File: src/rtl/fes_pkg.sv
package fes_pkg;

    localparam int DATA_W = 8;
    localparam int ADDR_W = 8;

    localparam logic [ADDR_W-1:0] OFS_PAGE   = 8'h10;
    localparam logic [ADDR_W-1:0] OFS_MASSEN = 8'h11;
    localparam logic [ADDR_W-1:0] OFS_CMD    = 8'h12;
    localparam logic [ADDR_W-1:0] OFS_STATUS = 8'h13;

    localparam logic [DATA_W-1:0] CODE_PAGE = 8'h55;
    localparam logic [DATA_W-1:0] CODE_MASS = 8'hAA;

    typedef enum logic [1:0] {
        EK_IDLE = 2'd0,
        EK_PAGE = 2'd1,
        EK_MASS = 2'd2
    } erase_kind_e;

    typedef struct packed {
        logic              we;
        logic [ADDR_W-1:0] addr;
        logic [DATA_W-1:0] data;
    } bus_wr_t;

    typedef struct packed {
        logic [4:0] zero;
        logic       mass_armed;
        logic       page_armed;
        logic       busy;
    } status_t;

    typedef struct packed {
        logic start_page;
        logic start_mass;
        logic cmd_taken;
    } cmd_verdict_t;

    function automatic logic hits(input bus_wr_t wr, input logic [ADDR_W-1:0] ofs);
        return wr.we && (wr.addr == ofs);
    endfunction

    function automatic status_t pack_status(input logic busy, input logic parm, input logic marm);
        status_t s;
        s.zero       = '0;
        s.mass_armed = marm;
        s.page_armed = parm;
        s.busy       = busy;
        return s;
    endfunction

endpackage

File: src/rtl/fes_cmd_decode.sv
module fes_cmd_decode
    import fes_pkg::*;
(
    input  bus_wr_t      wr,
    input  logic         busy,
    input  logic         page_armed,
    input  logic         mass_armed,
    input  logic         dbg_en,
    output cmd_verdict_t verdict
);
    logic cmd_write;
    logic is_page_code;
    logic is_mass_code;

    always_comb begin
        cmd_write    = hits(wr, OFS_CMD) && !busy;
        is_page_code = (wr.data == CODE_PAGE);
        is_mass_code = (wr.data == CODE_MASS);

        verdict.cmd_taken  = cmd_write;
        verdict.start_page = cmd_write && is_page_code && page_armed;
        verdict.start_mass = cmd_write && is_mass_code && mass_armed && dbg_en;
    end
endmodule

File: src/rtl/fes_regs.sv
module fes_regs
    import fes_pkg::*;
#(
    parameter int PAGE_W = 7
) (
    input  logic              clk,
    input  logic              rst,
    input  bus_wr_t           wr,
    input  cmd_verdict_t      verdict,
    output logic [PAGE_W-1:0] page_q,
    output logic              page_armed_q,
    output logic              mass_armed_q
);
    logic page_wr;
    logic massen_wr;

    always_comb begin
        page_wr   = hits(wr, OFS_PAGE);
        massen_wr = hits(wr, OFS_MASSEN);
    end

    always_ff @(posedge clk) begin
        if (rst) begin
            page_q       <= '0;
            page_armed_q <= 1'b0;
            mass_armed_q <= 1'b0;
        end else begin
            if (page_wr) begin
                page_q       <= wr.data[PAGE_W-1:0];
                page_armed_q <= 1'b1;
            end else if (verdict.start_page) begin
                page_armed_q <= 1'b0;
            end

            if (massen_wr) begin
                mass_armed_q <= 1'b1;
            end else if (verdict.cmd_taken) begin
                mass_armed_q <= 1'b0;
            end
        end
    end
endmodule

File: src/rtl/fes_ctrl.sv
module fes_ctrl
    import fes_pkg::*;
#(
    parameter int PAGE_W = 7
) (
    input  logic              clk,
    input  logic              rst,
    input  cmd_verdict_t      verdict,
    input  logic [PAGE_W-1:0] page_q,
    input  logic              flash_done,
    output erase_kind_e       kind_q,
    output logic [PAGE_W-1:0] latched_page_q
);
    erase_kind_e kind_d;

    always_comb begin
        kind_d = kind_q;
        unique case (kind_q)
            EK_IDLE: begin
                if (verdict.start_page)      kind_d = EK_PAGE;
                else if (verdict.start_mass) kind_d = EK_MASS;
            end
            EK_PAGE, EK_MASS: begin
                if (flash_done) kind_d = EK_IDLE;
            end
            default: kind_d = EK_IDLE;
        endcase
    end

    always_ff @(posedge clk) begin
        if (rst) begin
            kind_q         <= EK_IDLE;
            latched_page_q <= '0;
        end else begin
            kind_q <= kind_d;
            if (kind_q == EK_IDLE && verdict.start_page) begin
                latched_page_q <= page_q;
            end
        end
    end
endmodule

File: src/rtl/flash_erase_seq.sv
module flash_erase_seq
    import fes_pkg::*;
#(
    parameter int PAGE_W = 7
) (
    input  logic              clk,
    input  logic              rst,
    input  logic [7:0]        bus_addr,
    input  logic [7:0]        bus_wdata,
    input  logic              bus_we,
    output logic [7:0]        bus_rdata,
    input  logic              dbg_en,
    input  logic              flash_done,
    output logic              pg_erase_req,
    output logic              mass_erase_req,
    output logic [PAGE_W-1:0] erase_page,
    output logic              erase_busy
);
    localparam int PAD_W = DATA_W - PAGE_W;

    bus_wr_t           wr;
    cmd_verdict_t      verdict;
    erase_kind_e       kind_q;
    logic [PAGE_W-1:0] page_q;
    logic [PAGE_W-1:0] latched_page_q;
    logic              page_armed_q;
    logic              mass_armed_q;
    logic              busy;
    status_t           status;

    always_comb begin
        wr.we   = bus_we;
        wr.addr = bus_addr;
        wr.data = bus_wdata;
    end

    assign busy = (kind_q != EK_IDLE);

    fes_cmd_decode u_decode (
        .wr         (wr),
        .busy       (busy),
        .page_armed (page_armed_q),
        .mass_armed (mass_armed_q),
        .dbg_en     (dbg_en),
        .verdict    (verdict)
    );

    fes_regs #(.PAGE_W(PAGE_W)) u_regs (
        .clk          (clk),
        .rst          (rst),
        .wr           (wr),
        .verdict      (verdict),
        .page_q       (page_q),
        .page_armed_q (page_armed_q),
        .mass_armed_q (mass_armed_q)
    );

    fes_ctrl #(.PAGE_W(PAGE_W)) u_ctrl (
        .clk            (clk),
        .rst            (rst),
        .verdict        (verdict),
        .page_q         (page_q),
        .flash_done     (flash_done),
        .kind_q         (kind_q),
        .latched_page_q (latched_page_q)
    );

    always_comb begin
        status = pack_status(busy, page_armed_q, mass_armed_q);
        unique case (bus_addr)
            OFS_PAGE:   bus_rdata = {{PAD_W{1'b0}}, page_q};
            OFS_STATUS: bus_rdata = status;
            default:    bus_rdata = '0;
        endcase
    end

    assign pg_erase_req   = (kind_q == EK_PAGE);
    assign mass_erase_req = (kind_q == EK_MASS);
    assign erase_busy     = busy;
    assign erase_page     = latched_page_q;
endmodule

File: config.mk
export PLATFORM = sky130hd
export DESIGN_NAME = flash_erase_seq
export DESIGN_NICKNAME = d
export VERILOG_FILES = /design/src/rtl/fes_pkg.sv /design/src/rtl/fes_cmd_decode.sv /design/src/rtl/fes_regs.sv /design/src/rtl/fes_ctrl.sv /design/src/rtl/flash_erase_seq.sv
export SDC_FILE = /design/constraint.sdc
export NUM_CORES = 1
export LEC_CHECK = 0
export BUFFER_PORTS_ARGS = -buffer_cell sky130_fd_sc_hd__buf_4
export CAP_MARGIN = 20
export CORE_AREA = 8 8 56 58
export CTS_CLUSTER_DIAMETER = 120
export DETAILED_ROUTE_END_ITERATION = 10
export DIE_AREA = 0 0 64 66
export PLACE_DENSITY = 0.8
export SLEW_MARGIN = 30
export SYNTH_ARGS = -nofsm -noshare
export SYNTH_HDL_FRONTEND = slang
export SYNTH_SLANG_ARGS = --single-unit
File: constraint.sdc
create_clock -name clk -period 2.3 [get_ports clk]
set_input_delay 0.115 -clock clk [delete_from_list [all_inputs] [get_ports clk]]
set_output_delay 0.115 -clock clk [all_outputs]
set_load 0.005 [all_outputs]
==> impl_table.tex <==
\begin{tabular}{lr}
\hline
Metric & Value \\
\hline
\multicolumn{2}{l}{\textbf{Outcome}} \\
\quad Status & finished, final reports clean \\
\multicolumn{2}{l}{\textbf{Floorplan}} \\
\quad Number of placement rows & 18 \\
\quad Die Y-Extent & approximately 66 µm \\
\quad Initial core utilization & 0.430 \\
\quad Die Footprint & between 4000 and 5000 µm² \\
\quad Boundary pin count & 39 \\
\quad Horizontal extent of the die & $\sim$64 µm \\
\quad Floorplan core area & around 2300 µm² \\
\multicolumn{2}{l}{\textbf{Setup path}} \\
\quad Worst path slowest cell & sky130\_fd\_sc\_hd\_\_nor4b\_1 \\
\quad Maximum cell stage delay along the critical path & 440 ps \\
\quad Setup slack of the worst register-to-register path & around 550 ps \\
\quad Critical path type & reg -> reg \\
\quad Crit path capture type & flip-flop \\
\quad Capture point of the worst reg-to-reg path & u\_ctrl.kind\_q[0]\$\_SDFFE\_PP0P\_ \\
\quad Cells along the critical path & inv\_1 > ha\_1 > nor2b\_1 > nor4b\_1 > and3\_1 > o32ai\_1 \\
\quad Critical register-to-register path startpoint & u\_ctrl.kind\_q[1]\$\_SDFFE\_PP0P\_ \\
\quad Max Fanout on Critical Path & 3 \\
\quad Worst-case reg-to-reg path depth & 6 \\
\quad Worst setup startpoint & u\_ctrl.kind\_q[1]\$\_SDFFE\_PP0P\_ \\
\quad Worst setup path endpoint & u\_ctrl.kind\_q[0]\$\_SDFFE\_PP0P\_ \\
\quad Critical path startpoint category & flip-flop \\
\quad Crit path arrival time & 1950 ps \\
\quad Worst path required time & 2500 ps \\
\multicolumn{2}{l}{\textbf{Logic synthesis}} \\
\quad Cells after Synth & 112 \\
\quad Post-synthesis share of cell area spent on and, or, nand and nor gates & 0.335 \\
\quad Share of synthesized cell area in full adder, half adder and majority cells & 0.0376 \\
\quad Async SR Flop Fraction & 0 \\
\quad Synth Warn \# & 0 \\
\quad Portion of the post-synthesis area used by sequential elements & 0.361 \\
\quad Synthesized cell area & around 1000 µm² \\
\quad Count of state elements after synthesis & 18 \\
\quad Xor/xnor share of the synthesized area & 0 \\
\quad Commonest register cell after synthesis & sky130\_fd\_sc\_hd\_\_dfxtp\_1 \\
\quad Mux cell area share after synthesis & 0.141 \\
\quad Largest family of logic cells by synthesized area & simple AND/OR/NAND/NOR gates \\
\quad Number of distinct library cells after synthesis & 33 \\
\quad Compound-gate portion of the synthesized area & 0.0565 \\
\quad Synthesized area per cell & a little under 9 µm² \\
\quad Syn Nets & 136 \\
\quad Number of enable-type register cells in the synthesized netlist & 0 \\
\multicolumn{2}{l}{\textbf{Clock network}} \\
\quad \# Post-CTS Setup Buffers & 0 \\
\quad H-tree level count & 1 \\
\quad Clock buffers created by TritonCTS & 3 \\
\quad Post-cts repair resize count & 0 \\
\quad CTS tree & done \\
\quad Clock latency of the later-clocked register in the worst-skew pair & 300 ps \\
\quad CTS max path bufs & 2 \\
\quad Clock sink total & 18 \\
\quad Number of hold-repair buffers added at the cts stage & 0 \\
\quad Root buffer selected by CTS & sky130\_fd\_sc\_hd\_\_clkbuf\_4 \\
\quad Clock-pin transition on the worst setup and hold timing paths & 110 ps \\
\multicolumn{2}{l}{\textbf{GRT}} \\
\quad Via count of the first global-routing pass & 1,011 \\
\quad Total routing usage reported by global routing & 0.136 \\
\quad Global-route wire length before repair & 4630 µm \\
\quad Remaining Overflow, GRT & 0 \\
\quad Largest net degree at the start of global routing & 16 \\
\quad Antenna violations before repair & 0 \\
\multicolumn{2}{l}{\textbf{STA}} \\
\quad Final number of setup-violating endpoints & 0 \\
\quad Hold violation count in the final report & 0 \\
\quad Setup clock skew after layout & $\sim$9.4 ps \\
\quad Final clock period utilization by the worst path & 0.762 \\
\quad Max transition margin & 0.575 \\
\quad Number of max-slew violations in the final report & 0 \\
\quad Setup repair after global routing missed its margin & no \\
\quad Timing-limited maximum frequency & 571 MHz \\
\quad Total negative slack for setup checks & 0 ps \\
\quad Min Tclk post-route & roughly 1800 ps \\
\quad Worst Max-Slew Pin Slew & roughly 640 ps \\
\multicolumn{2}{l}{\textbf{Route}} \\
\quad Total iterations of the first detailed-routing run & 4 \\
\quad WL final & 2700 µm \\
\quad Overall via count from detail\_route & 930 \\
\quad Initial drt markers & 35 \\
\quad Average routed wire per standard cell & around 15 µm \\
\quad DRC violation count after routing & 0 \\
\quad Antenna viol nets, final & 0 \\
\quad Average vias per placed instance & roughly 5.3 \\
\multicolumn{2}{l}{\textbf{Placement}} \\
\quad I/O Buffers & 37 \\
\quad Post-detail-place hpwl & roughly 2100 µm \\
\quad Gpl congestion & 0.825 \\
\quad Area after DPL & 1270 µm² \\
\multicolumn{2}{l}{\textbf{Final layout}} \\
\quad Most used cells in the layout excluding fill and tap cells & 37 x sky130\_fd\_sc\_hd\_\_buf\_4, 18 x sky130\_fd\_sc\_hd\_\_nand2\_1, 18 x sky130\_fd\_sc\_hd\_\_dfxtp\_1, 14 x sky130\_fd\_sc\_hd\_\_mux2i\_1, 10 x sky130\_fd\_sc\_hd\_\_nor2\_1 \\
\quad Post-layout instance area & $\sim$1300 µm² \\
\quad Most frequent standard cell in the layout excluding fill and tap cells & sky130\_fd\_sc\_hd\_\_buf\_4 \\
\quad Area growth from synthesis to final layout & 31.0\% \\
\quad Fin nets & 172 \\
\quad Ratio of cells with drive above 1 in the final layout & 0.320 \\
\quad Final antenna diode count & 0 \\
\multicolumn{2}{l}{\textbf{Pwr}} \\
\quad Maximum vdd drop & 0.259 mV \\
\quad Static Leakage & 0.000550 µW \\
\quad Power density normalized to cell area & between 400 and 500 nW/µm² \\
\multicolumn{2}{l}{\textbf{Worst hold path}} \\
\quad Tightest Hold Check Type & in -> reg \\
\multicolumn{2}{l}{\textbf{Job}} \\
\quad Maxcap violations & 0 \\
\hline
\end{tabular}
how the worst min path moves through the flow:
stage	startpoint	to	depth (start not counted)
2_1_floorplan	bus_wdata[0]	u_regs.page_q[0]$_SDFFE_PP0P_	2
3_3_place_gp	bus_wdata[3]	u_regs.page_q[3]$_SDFFE_PP0P_	3
3_5_place_dp	bus_wdata[2]	u_regs.page_q[2]$_SDFFE_PP0P_	3
4_1_cts	bus_wdata[2]	u_regs.page_q[2]$_SDFFE_PP0P_	3
5_1_grt	rst	u_regs.page_q[1]$_SDFFE_PP0P_	2
6_report	bus_wdata[2]	u_regs.page_q[2]$_SDFFE_PP0P_	3
metal layers:
| layer | up-vias | GRT usage | part of all wire |
|---|---|---|---|
| met5 | - | 0 | 0 |
| met4 | 0 | 0.0947 | 0.018 |
| met3 | 6 | 0.0322 | 0.048 |
| met2 | 35 | 0.241 | 0.55 |
| met1 | 429 | 0.139 | 0.38 |
| li1 | 460 | - | - |
where the power goes:
| part | total (µW) | internal (µW) | switching [µW] |
|---|---|---|---|
| logic | 57.5 | 28.7 | 28.8 |
| clock network | 200 | 96.5 | 104 |
| registers | 312 | 312 | 0.174 |
| total | 570 | 437 | 133 |
sequential cells by signal, summed over array words and instances (netlist names):
signal and flops:
u_ctrl.latched_page_q 7, u_regs.mass_armed_q 1, u_ctrl.kind_q 2, u_regs.page_q 7, u_regs.page_armed_q 1
metrics by stage:
step	std cells	worst slack, ps	hold WS [ps]	power (µW)	util
final	177	548	58.2	570	0.563
after global routing	177	433	71.6	597	0.563
after CTS	177	567	61.5	569	0.563
after detailed placement	173	586	375	376	0.547
after global placement	173	646	368	374	0.547
after floorplan	112	711	262	340	-
cell families after synthesis:
| group | Yosys count |
|---|---|
| flops | 18 |
| compound gates | 9 |
| simple gates | 55 |
| buf+inv | 12 |
| fa+ha+maj | 3 |
| other cells | 1 |
| mux | 14 |
worst max-delay path: cells and delay by family, from the launching register on:
family	cells	cell delay [ps]
fa+ha+maj	1	260
compound gates	1	90
simple gates	3	850
buf+inv	1	70
flops	1	380
cells in the mapped netlist (all sizes together) (2+ instances only):
cell type	count	area share
a21oi	3	0.015
nor2	10	0.038
and4bb	2	0.025
nor4	2	0.028
inv	6	0.023
and3	8	0.051
ha	3	0.038
clkbuf	3	0.013
nand2	19	0.074
and3b	2	0.018
buf	3	0.030
mux2i	14	0.14
nor4b	2	0.033
nor4bb	2	0.020
o21ai	2	0.010
nand3	3	0.015
dfxtp	18	0.36
cell type report:
cell class,count,area [µm²]
Clock buffer,4,36.3
Fill cell,196,1010
Inverter,6,22.5
Multi-Input combinational cell,82,572
Sequential cell,18,360
Tap cell,30,37.5
Timing Repair Buffer,37,278
Power figures use the tool's default switching activity.
